### src/rtl/cbm_pkg.sv
package cbm_pkg;

  typedef enum logic [1:0] {
    BANK_BASE = 2'd0,
    BANK_S0   = 2'd1,
    BANK_S1   = 2'd2
  } bank_t;

  // Condition codes whose meaning the bank steering depends on.
  localparam logic [3:0] COND_AL  = 4'b1110;
  localparam logic [3:0] COND_EXT = 4'b1111;

endpackage

### src/rtl/cbm_cond_decode.sv
module cbm_cond_decode
  import cbm_pkg::*;
(
  input  logic [3:0] cond,
  input  logic       vliw_mode,
  output bank_t      bank,
  output logic       run_always,
  output logic       need_eval,
  output logic       undef
);

  always_comb begin
    bank       = BANK_BASE;
    run_always = 1'b0;
    need_eval  = 1'b0;
    undef      = 1'b0;
    if (cond == COND_EXT) begin
      if (vliw_mode) begin
        run_always = 1'b1;
        bank       = BANK_S0;
      end else begin
        undef = 1'b1;
      end
    end else if (cond == COND_AL) begin
      run_always = 1'b1;
      if (vliw_mode) bank = BANK_S1;
    end else begin
      need_eval = 1'b1;
    end
  end

endmodule

### src/rtl/cbm_idx_remap.sv
module cbm_idx_remap
  import cbm_pkg::*;
#(
  parameter int IDX_W   = 4,
  parameter int BANK_LO = 4,
  parameter int BANK_HI = 12,
  parameter int PA_W    = 6
) (
  input  bank_t              bank,
  input  logic [IDX_W-1:0]   idx,
  output logic [PA_W-1:0]    paddr
);

  localparam int NREG  = 1 << IDX_W;
  localparam int NBANK = BANK_HI - BANK_LO + 1;
  localparam logic [IDX_W-1:0] LO_I    = IDX_W'(BANK_LO);
  localparam logic [IDX_W-1:0] HI_I    = IDX_W'(BANK_HI);
  localparam logic [PA_W-1:0]  S0_BASE = PA_W'(NREG);
  localparam logic [PA_W-1:0]  S1_BASE = PA_W'(NREG + NBANK);

  logic              in_win;
  logic [IDX_W-1:0]  offset;
  logic [PA_W-1:0]   offset_w;
  logic [PA_W-1:0]   idx_w;

  always_comb begin
    in_win   = (idx >= LO_I) && (idx <= HI_I);
    offset   = idx - LO_I;
    offset_w = PA_W'(offset);
    idx_w    = PA_W'(idx);
    paddr    = idx_w;
    if (in_win) begin
      case (bank)
        BANK_S0: paddr = S0_BASE + offset_w;
        BANK_S1: paddr = S1_BASE + offset_w;
        default: paddr = idx_w;
      endcase
    end
  end

endmodule

### src/rtl/cond_bank_map.sv
module cond_bank_map
  import cbm_pkg::*;
#(
  parameter int IDX_W   = 4,
  parameter int BANK_LO = 4,
  parameter int BANK_HI = 12,
  localparam int NREG   = 1 << IDX_W,
  localparam int NBANK  = BANK_HI - BANK_LO + 1,
  localparam int PA_W   = $clog2(NREG + 2 * NBANK)
) (
  input  logic             clk,
  input  logic             rst,
  input  logic             in_valid,
  input  logic             vliw_mode,
  input  logic [3:0]       cond,
  input  logic [IDX_W-1:0] src_a,
  input  logic [IDX_W-1:0] src_b,
  input  logic [IDX_W-1:0] dst,
  input  logic             dst_we,
  output logic             out_valid,
  output logic [PA_W-1:0]  phys_a,
  output logic [PA_W-1:0]  phys_b,
  output logic [PA_W-1:0]  phys_d,
  output logic             wr_en,
  output logic             run_always,
  output logic             need_eval,
  output logic             undef
);

  localparam int NPORT = 3;

  bank_t                       bank;
  logic                        dec_always;
  logic                        dec_eval;
  logic                        dec_undef;
  logic [NPORT-1:0][IDX_W-1:0] idx_vec;
  logic [NPORT-1:0][PA_W-1:0]  pa_vec;

  cbm_cond_decode u_dec (
    .cond       (cond),
    .vliw_mode  (vliw_mode),
    .bank       (bank),
    .run_always (dec_always),
    .need_eval  (dec_eval),
    .undef      (dec_undef)
  );

  assign idx_vec[0] = src_a;
  assign idx_vec[1] = src_b;
  assign idx_vec[2] = dst;

  for (genvar p = 0; p < NPORT; p++) begin : g_port
    cbm_idx_remap #(
      .IDX_W   (IDX_W),
      .BANK_LO (BANK_LO),
      .BANK_HI (BANK_HI),
      .PA_W    (PA_W)
    ) u_remap (
      .bank  (bank),
      .idx   (idx_vec[p]),
      .paddr (pa_vec[p])
    );
  end

  always_ff @(posedge clk) begin
    if (rst) begin
      out_valid  <= 1'b0;
      phys_a     <= '0;
      phys_b     <= '0;
      phys_d     <= '0;
      wr_en      <= 1'b0;
      run_always <= 1'b0;
      need_eval  <= 1'b0;
      undef      <= 1'b0;
    end else begin
      out_valid  <= in_valid;
      phys_a     <= pa_vec[0];
      phys_b     <= pa_vec[1];
      phys_d     <= pa_vec[2];
      wr_en      <= in_valid & dst_we & ~dec_undef;
      run_always <= in_valid & dec_always;
      need_eval  <= in_valid & dec_eval;
      undef      <= in_valid & dec_undef;
    end
  end

endmodule

### config.mk
export PLATFORM = sky130hd
export DESIGN_NAME = cond_bank_map
export DESIGN_NICKNAME = d
export VERILOG_FILES = /design/src/rtl/cbm_pkg.sv /design/src/rtl/cbm_cond_decode.sv /design/src/rtl/cbm_idx_remap.sv /design/src/rtl/cond_bank_map.sv
export SDC_FILE = /design/constraint.sdc
export NUM_CORES = 1
export LEC_CHECK = 0
export BUFFER_PORTS_ARGS = -buffer_cell sky130_fd_sc_hd__buf_2
export CAP_MARGIN = 20
export CORE_MARGIN = 4
export CORE_UTILIZATION = 44
export CTS_CLUSTER_SIZE = 20
export DETAILED_ROUTE_END_ITERATION = 8
export PLACE_DENSITY = 0.71
export SLEW_MARGIN = 20
export SYNTH_ARGS = -nofsm -noshare
export SYNTH_HDL_FRONTEND = slang
export SYNTH_SLANG_ARGS = --single-unit
### constraint.sdc
create_clock -name clk -period 1.2 [get_ports clk]
set_clock_uncertainty 0.1 [all_clocks]
set_input_delay 0.06 -clock clk [delete_from_list [all_inputs] [get_ports clk]]
set_output_delay 0.06 -clock clk [all_outputs]
set_load 0.02 [all_outputs]
# Word level (Yosys, flattened, before mapping)
# Index checks and enable logic that the tools add are counted.
# totals
out_inout_bits	23
wordCells	62
inputBits	21
reg_bits	23
# op_classes
magnitude_cmp	6
bitwise_logic	9
n_mux	17
n_reduce_logical	6
n_eq_ne	4
n_addsub	9
# ops
cell	n
5-bit by 4-bit adder with 6-bit output (first input constant)	6
6-bit case mux with 2 select lines	3
4-bit by 3-bit >= comparator with 1-bit output (second input constant)	3
4-bit <= comparator (second input constant)	3
4-bit two-way mux	3
4-bit by 3-bit subtractor with 4-bit output (second input constant)	3
4-bit == test (second input constant)	2
1-bit two-way mux	8
2-bit two-way mux	3
2-bit OR reduction	3
1-bit bitwise AND	5
1-bit NOT	4
1-bit logical AND	3
2-bit by 1-bit == test with 1-bit output (second input constant)	1
2-bit == test (second input constant)	1

# Depth between registers and ports, before layout
# Gate-level depths: netlist of the first run.
# logic_depth
depth_word	6
ltp_mapped	5

# Hierarchy
# A second synthesis of the first run with hierarchy kept.
# hier_totals
hier_cells	168
hier_area_um2	1512.7
# by_module_without_submodules
mod	n_inst	cells_each	seq_area_each_um2	area_each_um2
cbm_idx_remap	3	37	0.0	279.0
cond_bank_map	1	48	460.4	628.1
cbm_cond_decode	1	9	0.0	47.5

# Worst setup path after synthesis of the first run
# OpenSTA, ideal clock, no wires.
# synth_timing
path_type	in2reg
from	input src_b[2]
to	register phys_b[0]
t_arrival_ns	1.111
path_stages	4
t_required_ns	0.979
setup_slack_ns	-0.132
path_cell_list	ha_1 nor2b_1 nor4_1 mux2_2
# synth_between
elab_chain_len	3
elab_cells_between_ends	4
cone_classes	order compare (2); mux (1); reduce/logical (1)
# synth_lines
item	line_no	rtl
start, declared	cond_bank_map.sv:17	input logic [IDX_W-1:0] src_b,
4-bit by 3-bit >= comparator with 1-bit output / 4-bit <= comparator (equally long branches)	cbm_idx_remap.sv:27	in_win = (idx >= LO_I) && (idx <= HI_I);
1-bit logical AND *	cbm_idx_remap.sv:27	
4-bit two-way mux *	cbm_idx_remap.sv:32	if (in_win) begin
end signal, assigned	cond_bank_map.sv:78	phys_b <= pa_vec[1];
end, declared	cond_bank_map.sv:22	output logic [PA_W-1:0] phys_b,
# Every way passes the cells marked *; elsewhere a longest branch is shown, timed or not.
# A chain may end at the register's enable or synchronous reset.

# Final worst setup path of the first run
# layout_timing
from	input src_b[3]
to	register phys_b[5]
# layout_between
elab_chain_len	4
elab_cells_between_ends	9
cone_classes	add/sub (3); order compare (2); mux (1); bitwise (1); reduce/logical (2)
# layout_lines
item
parallel branches: the longest is 4 deep, another holds 5-bit by 4-bit adder with 6-bit output
# Several ways; the timed one is not identified.

==> results of run 1 <==
-- power by group --
part | leakage, nW | switching (mW) | internal (mW) | total, mW
sequential | 0.189 | 0.00604 | 0.794 | 0.800
clock | 0.0150 | 0.238 | 0.130 | 0.368
combinational | 0.716 | 0.236 | 0.203 | 0.439
total | 0.920 | 0.480 | 1.13 | 1.61
-- synthesized netlist by cell type, drive strengths merged (3+ instances only) --
cell     instances
ha              15
nor4             5
inv             14
mux2i            3
nor2            19
mux2             7
nor2b            6
nor3             3
nand2           13
dfxtp           23
a2111oi          4
a21oi            4
-- metal layers --
| metal | up-vias | track usage (%) |
|---|---|---|
| met4 | 0 | 5.31 |
| met5 | - | 0 |
| met1 | 572 | 20.0 |
| met2 | 25 | 32.9 |
| li1 | 633 | - |
| met3 | 2 | 2.52 |
-- state kept, by name (all words and copies together), names as in the netlist --
register / flops
phys_d: 6
undef: 1
phys_b: 6
phys_a: 6
wr_en: 1
run_always: 1
out_valid: 1
need_eval: 1
-- worst max-delay path by stage --
stage | end | slack [ns] | cells after the start
finish | phys_b[5]$_SDFF_PP0_ | 0.08 | 5
floorplan | phys_a[0]$_SDFF_PP0_ | -0.01 | 3
CTS | phys_d[3]$_SDFF_PP0_ | 0.07 | 6
detailed placement | phys_d[3]$_SDFF_PP0_ | -0.27 | 6
global placement | phys_d[2]$_SDFF_PP0_ | -0.23 | 5
global route | phys_d[3]$_SDFF_PP0_ | 0.04 | 6
-- critical path, delay by kind of cell --
kind,cells,cell delay [ns]
adders and majority gates,1,0.15
buffers and inverters,1,0.14
and+or+nand+nor,3,0.90
-- cells by family (layout without fill, tap and decap cells) --
group           after synthesis  count (layout)  synth area share (%)
buf+inv                      17              89                  5.00
simple gates                 62              62                  28.0
mux                          10              10                  8.37
flops                        23              23                  35.4
compound gates               14              14                  8.76
fa+ha+maj                    15              15                  14.4
-- timing repair --
action	4_1_cts	5_1_grt
hold endpoints to repair	11	5
buffers inserted	0	0
resized for setup	0	1
setup endpoints to repair	0	1
-- final cells by class --
class	instances	area (sq um)
Clock buffer	4	26.3
Fill cell	241	880
Inverter	14	52.6
Multi-Input combinational cell	101	886
Sequential cell	23	460
Tap cell	31	38.8
Timing Repair Buffer	71	438
-- stage by stage --
stage / util [%] / instance area (sq um) / std cells
floorplan: - / 1410 / 141
global placement: 65.6 / 1820 / 235
detailed placement: 65.6 / 1820 / 235
CTS: 68.3 / 1900 / 244
global route: 68.4 / 1900 / 244
finish: 68.4 / 1900 / 244
==> results.sh, run 1 <==
export IMPL_core_area_sq_mm=0.00278
export IMPL_timing_hold_worst_path_depth=3
export IMPL_synth_top_cells_by_area="dfxtp_1 (35%), ha_1 (14%), mux2_2 (6.1%), nor2_1 (5.5%), inv_1 (4.0%)"
export IMPL_fin_nets=250
export IMPL_yosys_area_top_type_share_pct=35.4
export IMPL_max_cap_violations=0
export IMPL_floorplan_die_area_sq_mm=0.00389
export IMPL_drc_errors=0
export IMPL_timing_critical_path_required_ns=1.32
export IMPL_wl_per_cell_um=13.6
export IMPL_num_vias=1232
export IMPL_power_leakage_nw=0.920
export IMPL_boundaryPins=44
export IMPL_timing_final_ws_setup_ns=0.0813
export IMPL_flop_and_latch_count_out_of_synthesis=23
export IMPL_initialDrtViolationCount=18
export IMPL_cts_sink_count=23
export IMPL_start_util_pct=46.7
export IMPL_end_kind="flip-flop"
export IMPL_critPathMaxFanout=4
export IMPL_ys_warn_count=0
export IMPL_placementRows=19
export IMPL_antenna_found_initial=0
export IMPL_gp_congestion=0.815
export IMPL_peakVddDrop_mv=0.638
export IMPL_die_width_um=62.4
export IMPL_crit_path_cell_trace="buf_2 > ha_4 > nor2b_4 > or4_4 > nor4_1"
export IMPL_grt_total_usage_pct=17.5
export IMPL_cpMaxStageDelayCell="or4_4"
export IMPL_synthesis_area_per_instance_sq_um=9.22
export IMPL_route_layer_met1_wl_um=1400
export IMPL_status="complete, but fails checks"
export IMPL_synth_distinct_cells=36
export IMPL_met3_wirelength_um=114
export IMPL_number_of_port_buffers=43
export IMPL_synthArstFlopShare_pct=0
export IMPL_timing_hold_worst_start="rst"
export IMPL_synth_enable_flop_cells=0
export IMPL_tns_ns=0
export IMPL_vias_per_cell=5.05
export IMPL_synth_largest_area_cell="dfxtp_1"
export IMPL_layout_cells_most_common_list="buf_2 (43), dfxtp_1 (23), buf_4 (23), nor2_1 (19), nand2_1 (13)"
export IMPL_final_antenna_net_count=0
export IMPL_tritoncts="built"
export IMPL_tightestPinTransition_ns=0.426
export IMPL_route_top_layer_used="met4"
export IMPL_worst_path_max_stage_delay_ns=0.55
export IMPL_synth_nets=177
export IMPL_ys_dominant_reg_cell="dfxtp_1"
export IMPL_start_kind="input port"
export IMPL_hold_worst_slack_ns=-0.00750
export IMPL_final_max_slew_violation_count=0
export IMPL_maximum_number_of_pins_on_one_net_before_global_route_repair=13
export IMPL_layout_cells_most_common="buf_2"
export IMPL_routed_wl_met2_um=1770
export IMPL_origin_of_the_worst_setup_path="src_b[3]"
export IMPL_final_min_clock_period_ns=1.12
export IMPL_holdCritPathClass="in2reg"
export IMPL_rsz0062_at_grt="false"
export IMPL_pwr_density_mw_per_mm2=845
export IMPL_failed_checks="negative hold slack"
export IMPL_critical_path_arrival_ns=1.24
export IMPL_area_delta_synth_final_pct=46.3
export IMPL_min_to="phys_b[4]$_SDFF_PP0_"
export IMPL_synthCells=141
export IMPL_drive_gt1_share_pct=46.9
export IMPL_antenna_cells_inserted=0
export IMPL_worstSetupPathType="in2reg"
export IMPL_post_dp_hpwl_um=2600
export IMPL_cts_htree_levels=1
export IMPL_drt_first_pass_iters=4
export IMPL_maxClockFrequency_mhz=894
export IMPL_synth_seq_area_share_pct=35.4
export IMPL_clock_tree_root_cell="clkbuf_4"
export IMPL_clk_transition_reported_paths_ns=0.13
export IMPL_period_share_pct=93.2
export IMPL_grt_ovfl_total=0
export IMPL_floorplan_die_height_um=62.4
export IMPL_place_worst_setup_slack_ns=-0.266
export IMPL_cts_made_buffers=3
export IMPL_grt_pass1_wl_um=5590
export IMPL_syn_area_sq_mm=0.00130
export IMPL_clock_tree_buffer_depth=2
export IMPL_slew_headroom_pct=71.2
export IMPL_cts_hold_buffers_added=5
export IMPL_vias_in_the_first_global_route=1245
export IMPL_hold_viol=1
export IMPL_finalWirelength_um=3310
export IMPL_finalSetupViolCount=0
export IMPL_p_total_mw=1.61
Power figures use the tool's default switching activity.
==> inputs of run 2 (changes only) <==
--- a/config.mk
+++ b/config.mk
@@ -12,6 +12,7 @@
 export CTS_CLUSTER_SIZE = 20
 export DETAILED_ROUTE_END_ITERATION = 8
 export PLACE_DENSITY = 0.71
+export SETUP_SLACK_MARGIN = 0.1
 export SLEW_MARGIN = 20
 export SYNTH_ARGS = -nofsm -noshare
 export SYNTH_HDL_FRONTEND = slang
==> constraint.sdc (replaced) <==
create_clock -name clk -period 1.2 [get_ports clk]
set_clock_uncertainty 0.1 [all_clocks]
set_input_delay 0.24 -clock clk [delete_from_list [all_inputs] [get_ports clk]]
set_output_delay 0.24 -clock clk [all_outputs]
set_load 0.02 [all_outputs]
==> run 2 against run 1 <==
Compared with the run above: the flow finishes with violations (negative setup slack); critical path depth unchanged; global-route usage is 12 points higher; sequential power rose by 2.6%; cell count is 9.4% higher; combinational power up 82%; routed wire length grew 140%; clock power rose by 18%; first-iteration DRC count grew to 7.3 times the previous value; design area increased by 43%; clock-buffer cell count shrank 1; largest cell class unchanged; highest routed layer unchanged.
==> results.sh, run 2 (synthesis results as in run 1) <==
export IMPL_failed_checks="negative setup slack"
export IMPL_floorplan_die_height_um=62.4
export IMPL_power_leakage_nw=1.18
export IMPL_gr_usage_met3_pct=5.05
export IMPL_grt_ovfl_total=0
export IMPL_critical_path_arrival_ns=1.40
export IMPL_final_antenna_net_count=0
export IMPL_tritoncts="built"
export IMPL_drc_errors=0
export IMPL_nFillCells=42
export IMPL_placedCellCount=247
export IMPL_finish_utilization_pct=97.4
export IMPL_critPathMaxFanout=4
export IMPL_core_area_sq_mm=0.00278
export IMPL_maximum_number_of_pins_on_one_net_before_global_route_repair=14
export IMPL_vias_per_cell=6.37
export IMPL_timing_critical_path_required_ns=1.36
export IMPL_grt_total_usage_pct=29.1
export IMPL_global_route_usage_met1_pct=30.3
export IMPL_layout_cells_most_common_list="buf_4 (45), buf_6 (34), dfxtp_2 (23), nor2_1 (16), nand2_1 (13)"
export IMPL_clk_transition_reported_paths_ns=0.15
export IMPL_hold_worst_slack_ns=0.0430
export IMPL_hold_viol=0
export IMPL_period_share_pct=103
export IMPL_grt_util_met2_pct=55.6
export IMPL_final_min_clock_period_ns=1.24
export IMPL_detailed_place_area_sq_mm=0.00207
export IMPL_cts_sink_count=23
export IMPL_maxClockFrequency_mhz=807
export IMPL_drive_gt1_share_pct=74.6
export IMPL_start_util_pct=46.7
export IMPL_slew_headroom_pct=64.6
export IMPL_placementRows=19
export IMPL_die_width_um=62.4
export IMPL_vias_in_the_first_global_route=1678
export IMPL_finalSetupViolCount=5
export IMPL_max_cap_violations=0
export IMPL_antenna_cells_inserted=0
export IMPL_clock_tree_root_cell="clkbuf_4"
export IMPL_layout_cells_most_common="buf_4"
export IMPL_antenna_found_initial=0
export IMPL_start_kind="input port"
export IMPL_finalWirelength_um=7840
export IMPL_area_delta_synth_final_pct=108
export IMPL_cts_made_buffers=3
export IMPL_num_vias=1701
export IMPL_end_kind="flip-flop"
export IMPL_floorplan_die_area_sq_mm=0.00389
export IMPL_grt_pass1_wl_um=8930
export IMPL_instances_no_fill=267
export IMPL_worstSetupPathType="in2reg"
export IMPL_clock_tree_buffer_depth=2
export IMPL_gp_congestion=0.802
export IMPL_final_max_slew_violation_count=0
export IMPL_initialDrtViolationCount=132
export IMPL_peakVddDrop_mv=0.755
export IMPL_boundaryPins=44
export IMPL_cts_hold_buffers_added=0
export IMPL_cts_htree_levels=1
export IMPL_grt_busiest_layer="met2"
export IMPL_p_total_mw=2.05
export IMPL_status="complete, but fails checks"
export IMPL_post_dp_hpwl_um=2790
export IMPL_tightestPinTransition_ns=0.522
export IMPL_final_design_area_no_fill_sq_mm=0.00271
export IMPL_timing_final_ws_setup_ns=-0.0389
export IMPL_wl_per_cell_um=29.4
export IMPL_holdCritPathClass="in2reg"
export IMPL_fin_nets=273
export IMPL_number_of_port_buffers=43
export IMPL_drt_first_pass_iters=4
export IMPL_rsz0062_at_grt="true"
export IMPL_reg_largest_list="phys_a: 6 flops, phys_b: 6 flops, phys_d: 6 flops"
export IMPL_pwr_density_mw_per_mm2=758
[run 2: cell types whose count changed in the layout (fill, tap and decap cells not counted), moves of 6 or more]
| cell | before | now |
|---|---|---|
| buf_6 | 0 | 34 |
| buf_2 | 43 | 4 |
| mux2_4 | 1 | 7 |
| dfxtp_2 | 0 | 23 |
| inv_1 | 10 | 3 |
| buf_4 | 23 | 45 |
| dfxtp_1 | 23 | 0 |
| mux2_2 | 6 | 0 |
| ha_1 | 10 | 3 |
| buf_8 | 0 | 7 |
[run 2: where the power goes]
part	leakage (nW)	switching, mW	internal (mW)	total [mW]
Sequential	0.198	0.0199	0.801	0.821
Clock	0.0177	0.306	0.126	0.433
Combinational	0.962	0.407	0.394	0.801
Total	1.18	0.733	1.32	2.05
[run 2: final timing paths]
path                     from              endpoint  slack, ns  cells after the start
worst max-delay path  cond[2]  phys_a[2]$_SDFF_PP0_      -0.04                      5
worst min-delay path   dst_we      wr_en$_SDFF_PP0_       0.04                      3
[run 2: repair_timing]
item	in CTS	in global routing
buffers inserted	13	3
gates resized for setup	123	30
hold endpoints to repair	0	0
pin swaps	15	8
setup endpoints to repair	40	40
cloned	0	0
[run 2: per-stage QoR]
stage	setup TNS, ns	setup WS [ns]
final	-0.0705	-0.0389
after global routing	-0.352	-0.148
after CTS	-0.0267	-0.0267
after detailed placement	-5.82	-0.445
after global placement	-5.43	-0.426
after floorplan	-1.29	-0.157
[run 2: per-layer routing]
metal | part of all wire, % | vias up | wire (um)
met5 | 0 | - | 0
met4 | 9.6 | 0 | 752
met3 | 8.2 | 72 | 644
met2 | 49 | 152 | 3880
met1 | 33 | 796 | 2570
li1 | - | 681 | -
[run 2: cell type report]
type | count | area [sq um] | share of cell area [%]
tap | 31 | 38.8 | 1.43
sequential | 23 | 489 | 18.1
inverter | 14 | 105 | 3.88
clock buffer | 3 | 22.5 | 0.831
clock inverter | 1 | 5.00 | 0.185
multi-input combinational | 101 | 1120 | 41.5
timing repair buffer | 94 | 926 | 34.2
[run 2: worst max-delay path, cell delays in order]
cell and delay [ns]:
buf_8 0.09, nand4_4 0.16, buf_4 0.21, a2111oi_4 0.36, mux2_4 0.34
